[config.mk]
export PLATFORM = sky130hd
export DESIGN_NAME = pair_arith_unit
export DESIGN_NICKNAME = d
export VERILOG_FILES = /design/src/rtl/pau_pkg.sv /design/src/rtl/pau_decode.sv /design/src/rtl/pau_datapath.sv /design/src/rtl/pau_sequencer.sv /design/src/rtl/pair_arith_unit.sv
export SDC_FILE = /design/constraint.sdc
export NUM_CORES = 1
export LEC_CHECK = 0
export ABC_AREA = 1
export BUFFER_PORTS_ARGS = -buffer_cell sky130_fd_sc_hd__buf_2
export CAP_MARGIN = 20
export CORE_ASPECT_RATIO = 1.5
export CORE_UTILIZATION = 42
export DETAILED_ROUTE_END_ITERATION = 8
export GPL_TIMING_DRIVEN = 0
export PLACE_DENSITY_LB_ADDON = 0.1
export SLEW_MARGIN = 10
export SYNTH_ARGS = -nofsm -noshare
export SYNTH_HDL_FRONTEND = slang
export SYNTH_SLANG_ARGS = --single-unit
[constraint.sdc]
create_clock -name clk -period 4 [get_ports clk]
set_input_delay 0.8 -clock clk [delete_from_list [all_inputs] [get_ports clk]]
set_output_delay 0.8 -clock clk [all_outputs]
set_load 0.02 [all_outputs]
[src/rtl/pau_pkg.sv]
package pau_pkg;
  localparam int unsigned PAIR_W = 16;
  localparam int unsigned BYTE_W = 8;
  localparam int unsigned FLG_W  = 4;
  localparam int unsigned MC_W   = 3;

  // flag bit positions inside the flag vector
  localparam int unsigned FZ = 3;
  localparam int unsigned FN = 2;
  localparam int unsigned FH = 1;
  localparam int unsigned FC = 0;

  typedef enum logic [1:0] {
    OPK_ADD_HL = 2'd0,
    OPK_ADD_SP = 2'd1,
    OPK_STEP   = 2'd2,
    OPK_NONE   = 2'd3
  } op_kind_t;

  localparam logic [1:0] SEL_HL = 2'd2;
  localparam logic [1:0] SEL_SP = 2'd3;
endpackage

[src/rtl/pau_decode.sv]
module pau_decode
  import pau_pkg::*;
(
  input  logic [BYTE_W-1:0] opcode,
  output op_kind_t          kind,
  output logic [1:0]        pair_sel,
  output logic              is_dec,
  output logic [MC_W-1:0]   mcyc
);
  always_comb begin
    kind     = OPK_NONE;
    pair_sel = opcode[5:4];
    is_dec   = opcode[3];
    mcyc     = MC_W'(1);
    if (opcode[7:6] == 2'b00) begin
      case (opcode[3:0])
        4'h9: begin
          kind = OPK_ADD_HL;
          mcyc = MC_W'(2);
        end
        4'h3, 4'hB: begin
          kind = OPK_STEP;
          mcyc = MC_W'(2);
        end
        default: ;
      endcase
    end
    if (opcode == 8'hE8) begin
      kind = OPK_ADD_SP;
      mcyc = MC_W'(4);
    end
  end
endmodule

[src/rtl/pau_datapath.sv]
module pau_datapath
  import pau_pkg::*;
(
  input  op_kind_t          kind,
  input  logic [1:0]        pair_sel,
  input  logic              is_dec,
  input  logic [PAIR_W-1:0] bc,
  input  logic [PAIR_W-1:0] de,
  input  logic [PAIR_W-1:0] hl,
  input  logic [PAIR_W-1:0] sp,
  input  logic [BYTE_W-1:0] imm,
  input  logic [FLG_W-1:0]  flg_in,
  output logic [PAIR_W-1:0] res,
  output logic [1:0]        dst,
  output logic [FLG_W-1:0]  flg,
  output logic              wr,
  output logic              bad
);
  logic [PAIR_W-1:0] pairs [4];
  logic [PAIR_W-1:0] src;
  logic [PAIR_W-1:0] hl_sum;
  logic              hl_cy;
  logic              hl_hc;
  logic              sp_hc;
  logic              sp_cy;
  logic [PAIR_W-1:0] sext;

  assign pairs[0] = bc;
  assign pairs[1] = de;
  assign pairs[2] = hl;
  assign pairs[3] = sp;
  assign src      = pairs[pair_sel];

  assign {hl_cy, hl_sum} = {1'b0, hl} + {1'b0, src};
  assign hl_hc = ({1'b0, hl[11:0]} + {1'b0, src[11:0]}) > 13'h0FFF;
  assign sp_hc = ({1'b0, sp[3:0]} + {1'b0, imm[3:0]}) > 5'h0F;
  assign sp_cy = ({1'b0, sp[7:0]} + {1'b0, imm}) > 9'h0FF;
  assign sext  = {{(PAIR_W-BYTE_W){imm[BYTE_W-1]}}, imm};

  always_comb begin
    res = '0;
    dst = 2'd0;
    flg = flg_in;
    wr  = 1'b0;
    bad = 1'b0;
    case (kind)
      OPK_ADD_HL: begin
        res     = hl_sum;
        dst     = SEL_HL;
        wr      = 1'b1;
        flg[FN] = 1'b0;
        flg[FH] = hl_hc;
        flg[FC] = hl_cy;
      end
      OPK_ADD_SP: begin
        res = sp + sext;
        dst = SEL_SP;
        wr  = 1'b1;
        flg = {1'b0, 1'b0, sp_hc, sp_cy};
      end
      OPK_STEP: begin
        res = is_dec ? src - PAIR_W'(1) : src + PAIR_W'(1);
        dst = pair_sel;
        wr  = 1'b1;
      end
      default: bad = 1'b1;
    endcase
  end
endmodule

[src/rtl/pau_sequencer.sv]
module pau_sequencer #(
  parameter int unsigned MC_W       = 3,
  parameter int unsigned CLK_PER_MC = 4
) (
  input  logic            clk,
  input  logic            rst_n,
  input  logic            load,
  input  logic [MC_W-1:0] mcyc,
  output logic            busy,
  output logic            done
);
  localparam int unsigned MAX_CLKS = CLK_PER_MC * ((1 << MC_W) - 1);
  localparam int unsigned CNT_W    = $clog2(MAX_CLKS + 1);
  localparam logic [CNT_W-1:0] MC_CLKS = CNT_W'(CLK_PER_MC);

  logic [CNT_W-1:0] cnt_q, cnt_d;
  logic             done_q, done_d;

  always_comb begin
    cnt_d  = cnt_q;
    done_d = (cnt_q == CNT_W'(1));
    if (load) begin
      cnt_d = CNT_W'(mcyc) * MC_CLKS;
    end else if (cnt_q != '0) begin
      cnt_d = cnt_q - CNT_W'(1);
    end
  end

  always_ff @(posedge clk or negedge rst_n) begin
    if (!rst_n) begin
      cnt_q  <= '0;
      done_q <= 1'b0;
    end else begin
      cnt_q  <= cnt_d;
      done_q <= done_d;
    end
  end

  assign busy = (cnt_q != '0);
  assign done = done_q;

  AST_DONE_SINGLE: assert property (@(posedge clk) disable iff (!rst_n)
    done |=> !done);
  AST_BUSY_AFTER_LOAD: assert property (@(posedge clk) disable iff (!rst_n)
    load && (mcyc != '0) |=> busy);
  AST_DONE_NOT_BUSY: assert property (@(posedge clk) disable iff (!rst_n)
    done |-> !busy);
endmodule

[src/rtl/pair_arith_unit.sv]
module pair_arith_unit
  import pau_pkg::*;
#(
  parameter int unsigned CLK_PER_MC = 4
) (
  input  logic               clk,
  input  logic               rst_n,
  input  logic               start,
  input  logic [BYTE_W-1:0]  opcode,
  input  logic [BYTE_W-1:0]  imm,
  input  logic [PAIR_W-1:0]  bc_in,
  input  logic [PAIR_W-1:0]  de_in,
  input  logic [PAIR_W-1:0]  hl_in,
  input  logic [PAIR_W-1:0]  sp_in,
  input  logic [FLG_W-1:0]   flags_in,
  output logic [PAIR_W-1:0]  result,
  output logic [1:0]         dest,
  output logic               wr_en,
  output logic [FLG_W-1:0]   flags_out,
  output logic               illegal,
  output logic [MC_W-1:0]    mcycles,
  output logic               busy,
  output logic               done
);
  op_kind_t          kind;
  logic [1:0]        pair_sel;
  logic              is_dec;
  logic [MC_W-1:0]   mcyc;
  logic [PAIR_W-1:0] res_c;
  logic [1:0]        dst_c;
  logic [FLG_W-1:0]  flg_c;
  logic              wr_c, bad_c;
  logic              accept;

  pau_decode u_dec (
    .opcode   (opcode),
    .kind     (kind),
    .pair_sel (pair_sel),
    .is_dec   (is_dec),
    .mcyc     (mcyc)
  );

  pau_datapath u_dp (
    .kind     (kind),
    .pair_sel (pair_sel),
    .is_dec   (is_dec),
    .bc       (bc_in),
    .de       (de_in),
    .hl       (hl_in),
    .sp       (sp_in),
    .imm      (imm),
    .flg_in   (flags_in),
    .res      (res_c),
    .dst      (dst_c),
    .flg      (flg_c),
    .wr       (wr_c),
    .bad      (bad_c)
  );

  pau_sequencer #(.MC_W(MC_W), .CLK_PER_MC(CLK_PER_MC)) u_seq (
    .clk   (clk),
    .rst_n (rst_n),
    .load  (accept),
    .mcyc  (mcyc),
    .busy  (busy),
    .done  (done)
  );

  assign accept = start && !busy;

  always_ff @(posedge clk or negedge rst_n) begin
    if (!rst_n) begin
      result    <= '0;
      dest      <= '0;
      wr_en     <= 1'b0;
      flags_out <= '0;
      illegal   <= 1'b0;
      mcycles   <= '0;
    end else if (accept) begin
      result    <= res_c;
      dest      <= dst_c;
      wr_en     <= wr_c;
      flags_out <= flg_c;
      illegal   <= bad_c;
      mcycles   <= mcyc;
    end
  end

  AST_ILLEGAL_NO_WRITE: assert property (@(posedge clk) disable iff (!rst_n)
    illegal |-> !wr_en);
  AST_SPOFF_ZN_CLEAR: assert property (@(posedge clk) disable iff (!rst_n)
    accept && (opcode == 8'hE8) |=> (flags_out[FZ] == 1'b0) && (flags_out[FN] == 1'b0));
  AST_STEP_FLAGS_KEEP: assert property (@(posedge clk) disable iff (!rst_n)
    accept && (opcode[7:6] == 2'b00) && (opcode[2:0] == 3'b011) |=> flags_out == $past(flags_in));
  AST_HLADD_DEST: assert property (@(posedge clk) disable iff (!rst_n)
    accept && (opcode[7:6] == 2'b00) && (opcode[3:0] == 4'h9) |=> (dest == SEL_HL) && !flags_out[FN]);
  AST_BUSY_START_IGNORED: assert property (@(posedge clk) disable iff (!rst_n)
    start && busy |=> $stable(result) && $stable(flags_out) && $stable(dest));
endmodule

Word level (Yosys, flattened, before mapping)
Index checks and enable logic that the tools add are counted.

word-level totals
  register bits = 33
  input bits = 87
  output and inout bits = 29
  logic and storage cells = 55

operators by class
  add/subtract/negate cells = 8
  order comparisons = 4
  equality and inequality tests = 7
  muxes and demuxes = 18
  bitwise operators = 1
  reductions and logical operators = 9

operators by type and width
  cell                   count
  $mux 16                3
  $pmux 16 s3            1
  $bmux 16 s2            1
  $add 16x16->17         1
  $add 16x1->16 const B  1
  $add 16x16->16         1
  $sub 16x1->16 const B  1
  $add 12x12->13         1
  $gt 13x12->1 const B   1
  $mux 5                 2
  $add 8x8->9            1
  $gt 9x8->1 const B     1
  $eq 4x4->1 const B     2
  $eq 8x8->1 const B     1
  $mux 2                 3
  $mux 3                 2
  $pmux 2 s3             1
  $pmux 3 s2             1
  $reduce_or 3->1        2
  $add 4x4->5            1
  $eq 5x1->1 const B     1
  $gt 5x4->1 const B     1
  $reduce_bool 5->1      1
  $sub 5x1->5 const B    1
  12 further kinds       15

Longest topological paths before layout
  depth in word-level cells = 8
  depth in mapped cells = 22
  mapped depth without buffers = 20

Hierarchy
Synthesis repeated with hierarchy kept, for this count alone.

second synthesis, totals
  cells, all modules = 750
  area total of the unflattened synthesis = 4,634.4 um2

by module, submodules not included
  module           times used  cells each  area an instance (um2)  seq. area each (um2)
  pau_datapath     1           567         3,064.2                 0.0
  pair_arith_unit  1           118         1,107.3                 675.6
  pau_sequencer    1           40          342.8                   150.1
  pau_decode       1           25          120.1                   0.0

Worst setup path after synthesis
No wires, ideal clock.

  path type = input to register
  start point = in opcode[4]
  end point = reg result[14]
  library setup time = 0.116 ns
  arrival = 2.942 ns
  data required time = 3.884 ns
  slack = 0.942 ns
  stages on the path = 18
  buffers on the path = 2
  path through = buf_4 > clkbuf_1 > nand2_1 > a32oi_1 > inv_1 > fa_1 > inv_1 > nand3_1 > nand2_1 > nand3_1 > nand2_1 > nand3_1 > nand2_1 > nand2_1 > nand3_1 > nand3_1 > nand2_1 > nand2_1

between the ends
  word-level cells in the longest chain between the ends = 7
  elaborated cells on any way between the ends = 14
  classes of those cells = add/sub (3); eq/ne (3); mux (6); bitwise (1); reduce/logical (1)

RTL lines
  element                                         RTL line               text
  start: declaration                              pair_arith_unit.sv:9   input logic [BYTE_W-1:0] opcode,
  $not 2->3 (not written as such)                 pau_datapath.sv:32     assign src = pairs[pair_sel];
  $bmux 16 s2                                     pau_datapath.sv:32
  $mux 16 (not written as such) (2 in a row)      pau_datapath.sv:32
  $add 16x1->16 or $sub 16x1->16 (tied branches)  pau_datapath.sv:62     res = is_dec ? src - PAIR_W'(1) : src + PAIR_W'(1);
  $mux 16                                         pau_datapath.sv:62
  $pmux 16 s3 *                                   pau_datapath.sv:46     case (kind)
  end signal: assignment                          pair_arith_unit.sv:80  result <= res_c;
  end: declaration                                pair_arith_unit.sv:16  output logic [PAIR_W-1:0] result,

Mark *: on every way between the ends. The rest lies on a longest branch, timed or not. The select of a mux whose other input is x is not followed.
A chain may end at the register's enable or synchronous reset.

Worst setup path in the final report
  start point = in opcode[4]
  end point = reg flags_out[0]

between the ends
  word-level cells in the longest chain between the ends = 6
  elaborated cells on any way between the ends = 10
  classes of those cells = add/sub (1); eq/ne (2); mux (5); bitwise (1); reduce/logical (1)

RTL lines
  element                                     RTL line               text
  $not 2->3 (not written as such)             pau_datapath.sv:32
  $bmux 16 s2                                 pau_datapath.sv:32
  $mux 16 (not written as such) (2 in a row)  pau_datapath.sv:32
  $add 16x16->17                              pau_datapath.sv:34     assign {hl_cy, hl_sum} = {1'b0, hl} + {1'b0, src};
  $pmux 3 s2 *                                pau_datapath.sv:46
  end signal: assignment                      pair_arith_unit.sv:83  flags_out <= flg_c;
  end: declaration                            pair_arith_unit.sv:19  output logic [FLG_W-1:0] flags_out,

Marks and branches as above.

==> run_results.csv <==
group,metric,value,unit
detailed_routing,drtAntennaViolNets,0,
finish,finalNetCount,1003,
detailed_routing,drtIter0Drc,238,
finish,final_common_cell,"nand2_1",
sta,timing.final.crit_share,92.96,%
sta,fmax,0.2689,GHz
finish,drive_gt1_share,18.57,%
cts,htree_num_levels,2,
cts,clock_path_buffers,2,
status,status,"completed",
detailed_routing,wl_per_cell,16.45,um
placement,numPortBuffers,113,
synthesis,avgSynthCellArea,6.112,um^2
synthesis,ys_seq_area_share,18.11,%
synthesis,synth_cell_types,46,
synthesis,ys_seq_elements,33,
sta,rsz0062_at_grt,"no",
worst_setup_path,worstPathArrival,3.86,ns
synthesis,synth-edff-count,0,
cts,cts_buffers,5,
hold_path,min_path_type,"reg2reg",
finish,synthToLayoutAreaGrowth,19.40,%
detailed_routing,viasPerCell,5.361,
grt,antenna_found_initial,1,
cts,cts_hold_buf,0,
cts,cts_tree,"built",
placement,hpwl,14.37,mm
sta,hold_viol_final,0,
synthesis,synth-async-reset-ratio,100.0,%
cts,clock_tree.root_cell,"clkbuf_16",
worst_setup_path,cp_max_fo,10,
sta,setup-tns-final,0,ns
worst_setup_path,worst_setup_path_start_kind,"primary input",
sta,skew,0.006992,ns
floorplan,rows,46,
power,vdd_drop_max,0.2032,mV
detailed_routing,vias,5420,
sta,worstMarginPinSlew,0.7056,ns
synthesis,synth_cells,746,
floorplan,core-area,10590,um^2
power,leakagePower,2.948,nW
sta,hold-worst-slack,0.4601,ns
grt,grt_max_degree,34,
synthesis,synth_flop_cell,"dfrtp_1",
floorplan,num_io_pins,116,
finish,antennaDiodeCount,0,
synthesis,synth_nets,883,
finish,utilization,51.41,%
sta,relSlewSlack,52.57,%
cts,cts.clk_slew.worst_paths,0.05,ns
cts,clock_sinks,33,
floorplan,die-area,11280,um^2
floorplan,initial_core_util,43.05,%
placement,gp_congestion,0.9312,
worst_setup_path,crit_path_end_kind,"flip-flop",
floorplan,dieHeight,129.6,um
power,cellPowerDensity,323.4,nW/um^2
floorplan,die_w,87.07,um
worst_setup_path,required,4.14,ns
grt,track_usage,29.57,%
detailed_routing,drtPass1Iterations,5,
detailed_routing,drt-total-wl,16.63,mm
hold_path,hold_path_depth,1,
synthesis,ys_warn_count,0,
finish,mostFrequentLayoutCells,"238 x nand2_1, 119 x buf_2, 80 x nand3_1",
flow_run,drv_cap,0,
sta,drv_slew,0,
grt,grt_remaining_overflow,0,
cts,clk_latency,0.28,ns
sta,period_needed,3.719,ns
detailed_routing,drcViolationCount,0,
cts,postCtsSetupBuffers,0,
synthesis,synthesis.area,4559,um^2
sta,setup_viol,0,
grt,grt_pass1_vias,5111,
grt,grt_pass1_wl,25.30,mm
worst_setup_path,worst-r2r-cell-count,11,
cts,cts-resized-gates,0,
worst_setup_path,path_class,"in2reg",
-- area by class of cell --
cell class	count	area (um^2)
buffer	18	101.3
clock buffer	6	128.9
clock inverter	2	10.01
fill	1172	5146
inverter	64	242.7
multi-input combinational	631	3390
sequential	33	825.8
tap	144	180.2
timing repair buffer	113	565.5
-- worst max-delay path, stage by stage --
cell and delay [ns]:
buf_4 0.14, clkbuf_1 0.37, clkbuf_1 0.53, nor2_1 0.11, o22ai_1 0.24, ha_1 0.34
a21oi_1 0.32, o21ai_0 0.23, a21oi_1 0.27, a21oi_1 0.10, o21ai_0 0.30, a21boi_1 0.10
-- cells by family after synthesis --
kind of cell | after synthesis | synth area share (%)
and+or+nand+nor | 425 | 40.45
AOI/OAI and AO/OA | 151 | 18.72
buffers and inverters | 82 | 7.547
adders and majority gates | 50 | 14.22
DFF | 33 | 18.11
xor gates and xnor gates | 5 | 0.9604
-- worst paths after layout --
| check | to | slack, ns | start |
|---|---|---|---|
| min | u_seq.done | 0.46 | u_seq.cnt_q[4] |
| max | flags_out[0] | 0.28 | opcode[4] |
| max reg2reg | mcycles[2] | 2.20 | u_seq.cnt_q[0] |
| max in group asynchronous | dest[1] | 2.97 | rst_n |
| min reg2reg | u_seq.done | 0.46 | u_seq.cnt_q[4] |
| min in group asynchronous | result[10] | 0.58 | rst_n |
-- power breakdown --
group	switching [mW]	internal, mW	total [mW]
Sequential	0.0409	0.417	0.458
Combinational	0.605	0.339	0.944
Clock	0.131	0.228	0.358
-- routing by layer --
layer / vias to the layer above / GRT usage, % / wire [um]
met5: - / 0 / 0
met4: 0 / 15.00 / 742
met3: 41 / 2.102 / 626
met2: 173 / 55.81 / 8631
met1: 2450 / 32.61 / 6630
li1: 2756 / - / -
-- sequential cells by signal (all words and copies together) (netlist names) --
name	count
u_seq.cnt_q	5
mcycles	3
result	16
flags_out	4
illegal	1
wr_en	1
dest	2
u_seq.done	1
-- through the flow --
step	total power, mW	setup slack [ns]	instances	area, um^2
2_1_floorplan	1.107	0.9418	746	4559
3_3_place_gp	1.384	0.05913	1003	5305
3_5_place_dp	1.398	0.02747	1003	5305
4_1_cts	1.767	0.3064	1011	5444
5_1_grt	1.904	0.05781	1011	5444
6_report	1.761	0.2814	1011	5444
-- cell usage after synthesis (2+ instances only) --
library cell	instances	area share [%]
o21ai_2	2	0.38
o22ai_1	14	1.9
or2_0	3	0.41
a21oi_1	57	6.3
nand2_1	238	20
and2_1	2	0.27
nand4_1	4	0.55
ha_1	47	13
buf_4	3	0.49
nand3_1	80	8.8
nor2_2	3	0.41
nor2_1	66	5.4
o21ai_1	8	0.88
or2_2	7	0.96
inv_2	8	0.66
fa_1	3	1.3
nand3b_1	11	1.8
buf_2	6	0.66
dfrtp_1	33	18
buf_6	2	0.49
o21ai_0	49	5.4
and3_1	2	0.27
inv_1	55	4.5
clkbuf_1	7	0.58
nor3_1	2	0.22
o21bai_1	4	0.66
a21o_1	3	0.49
o21a_1	6	0.99
xor2_1	4	0.77
No activity file was read; power rests on OpenSTA's default activity.
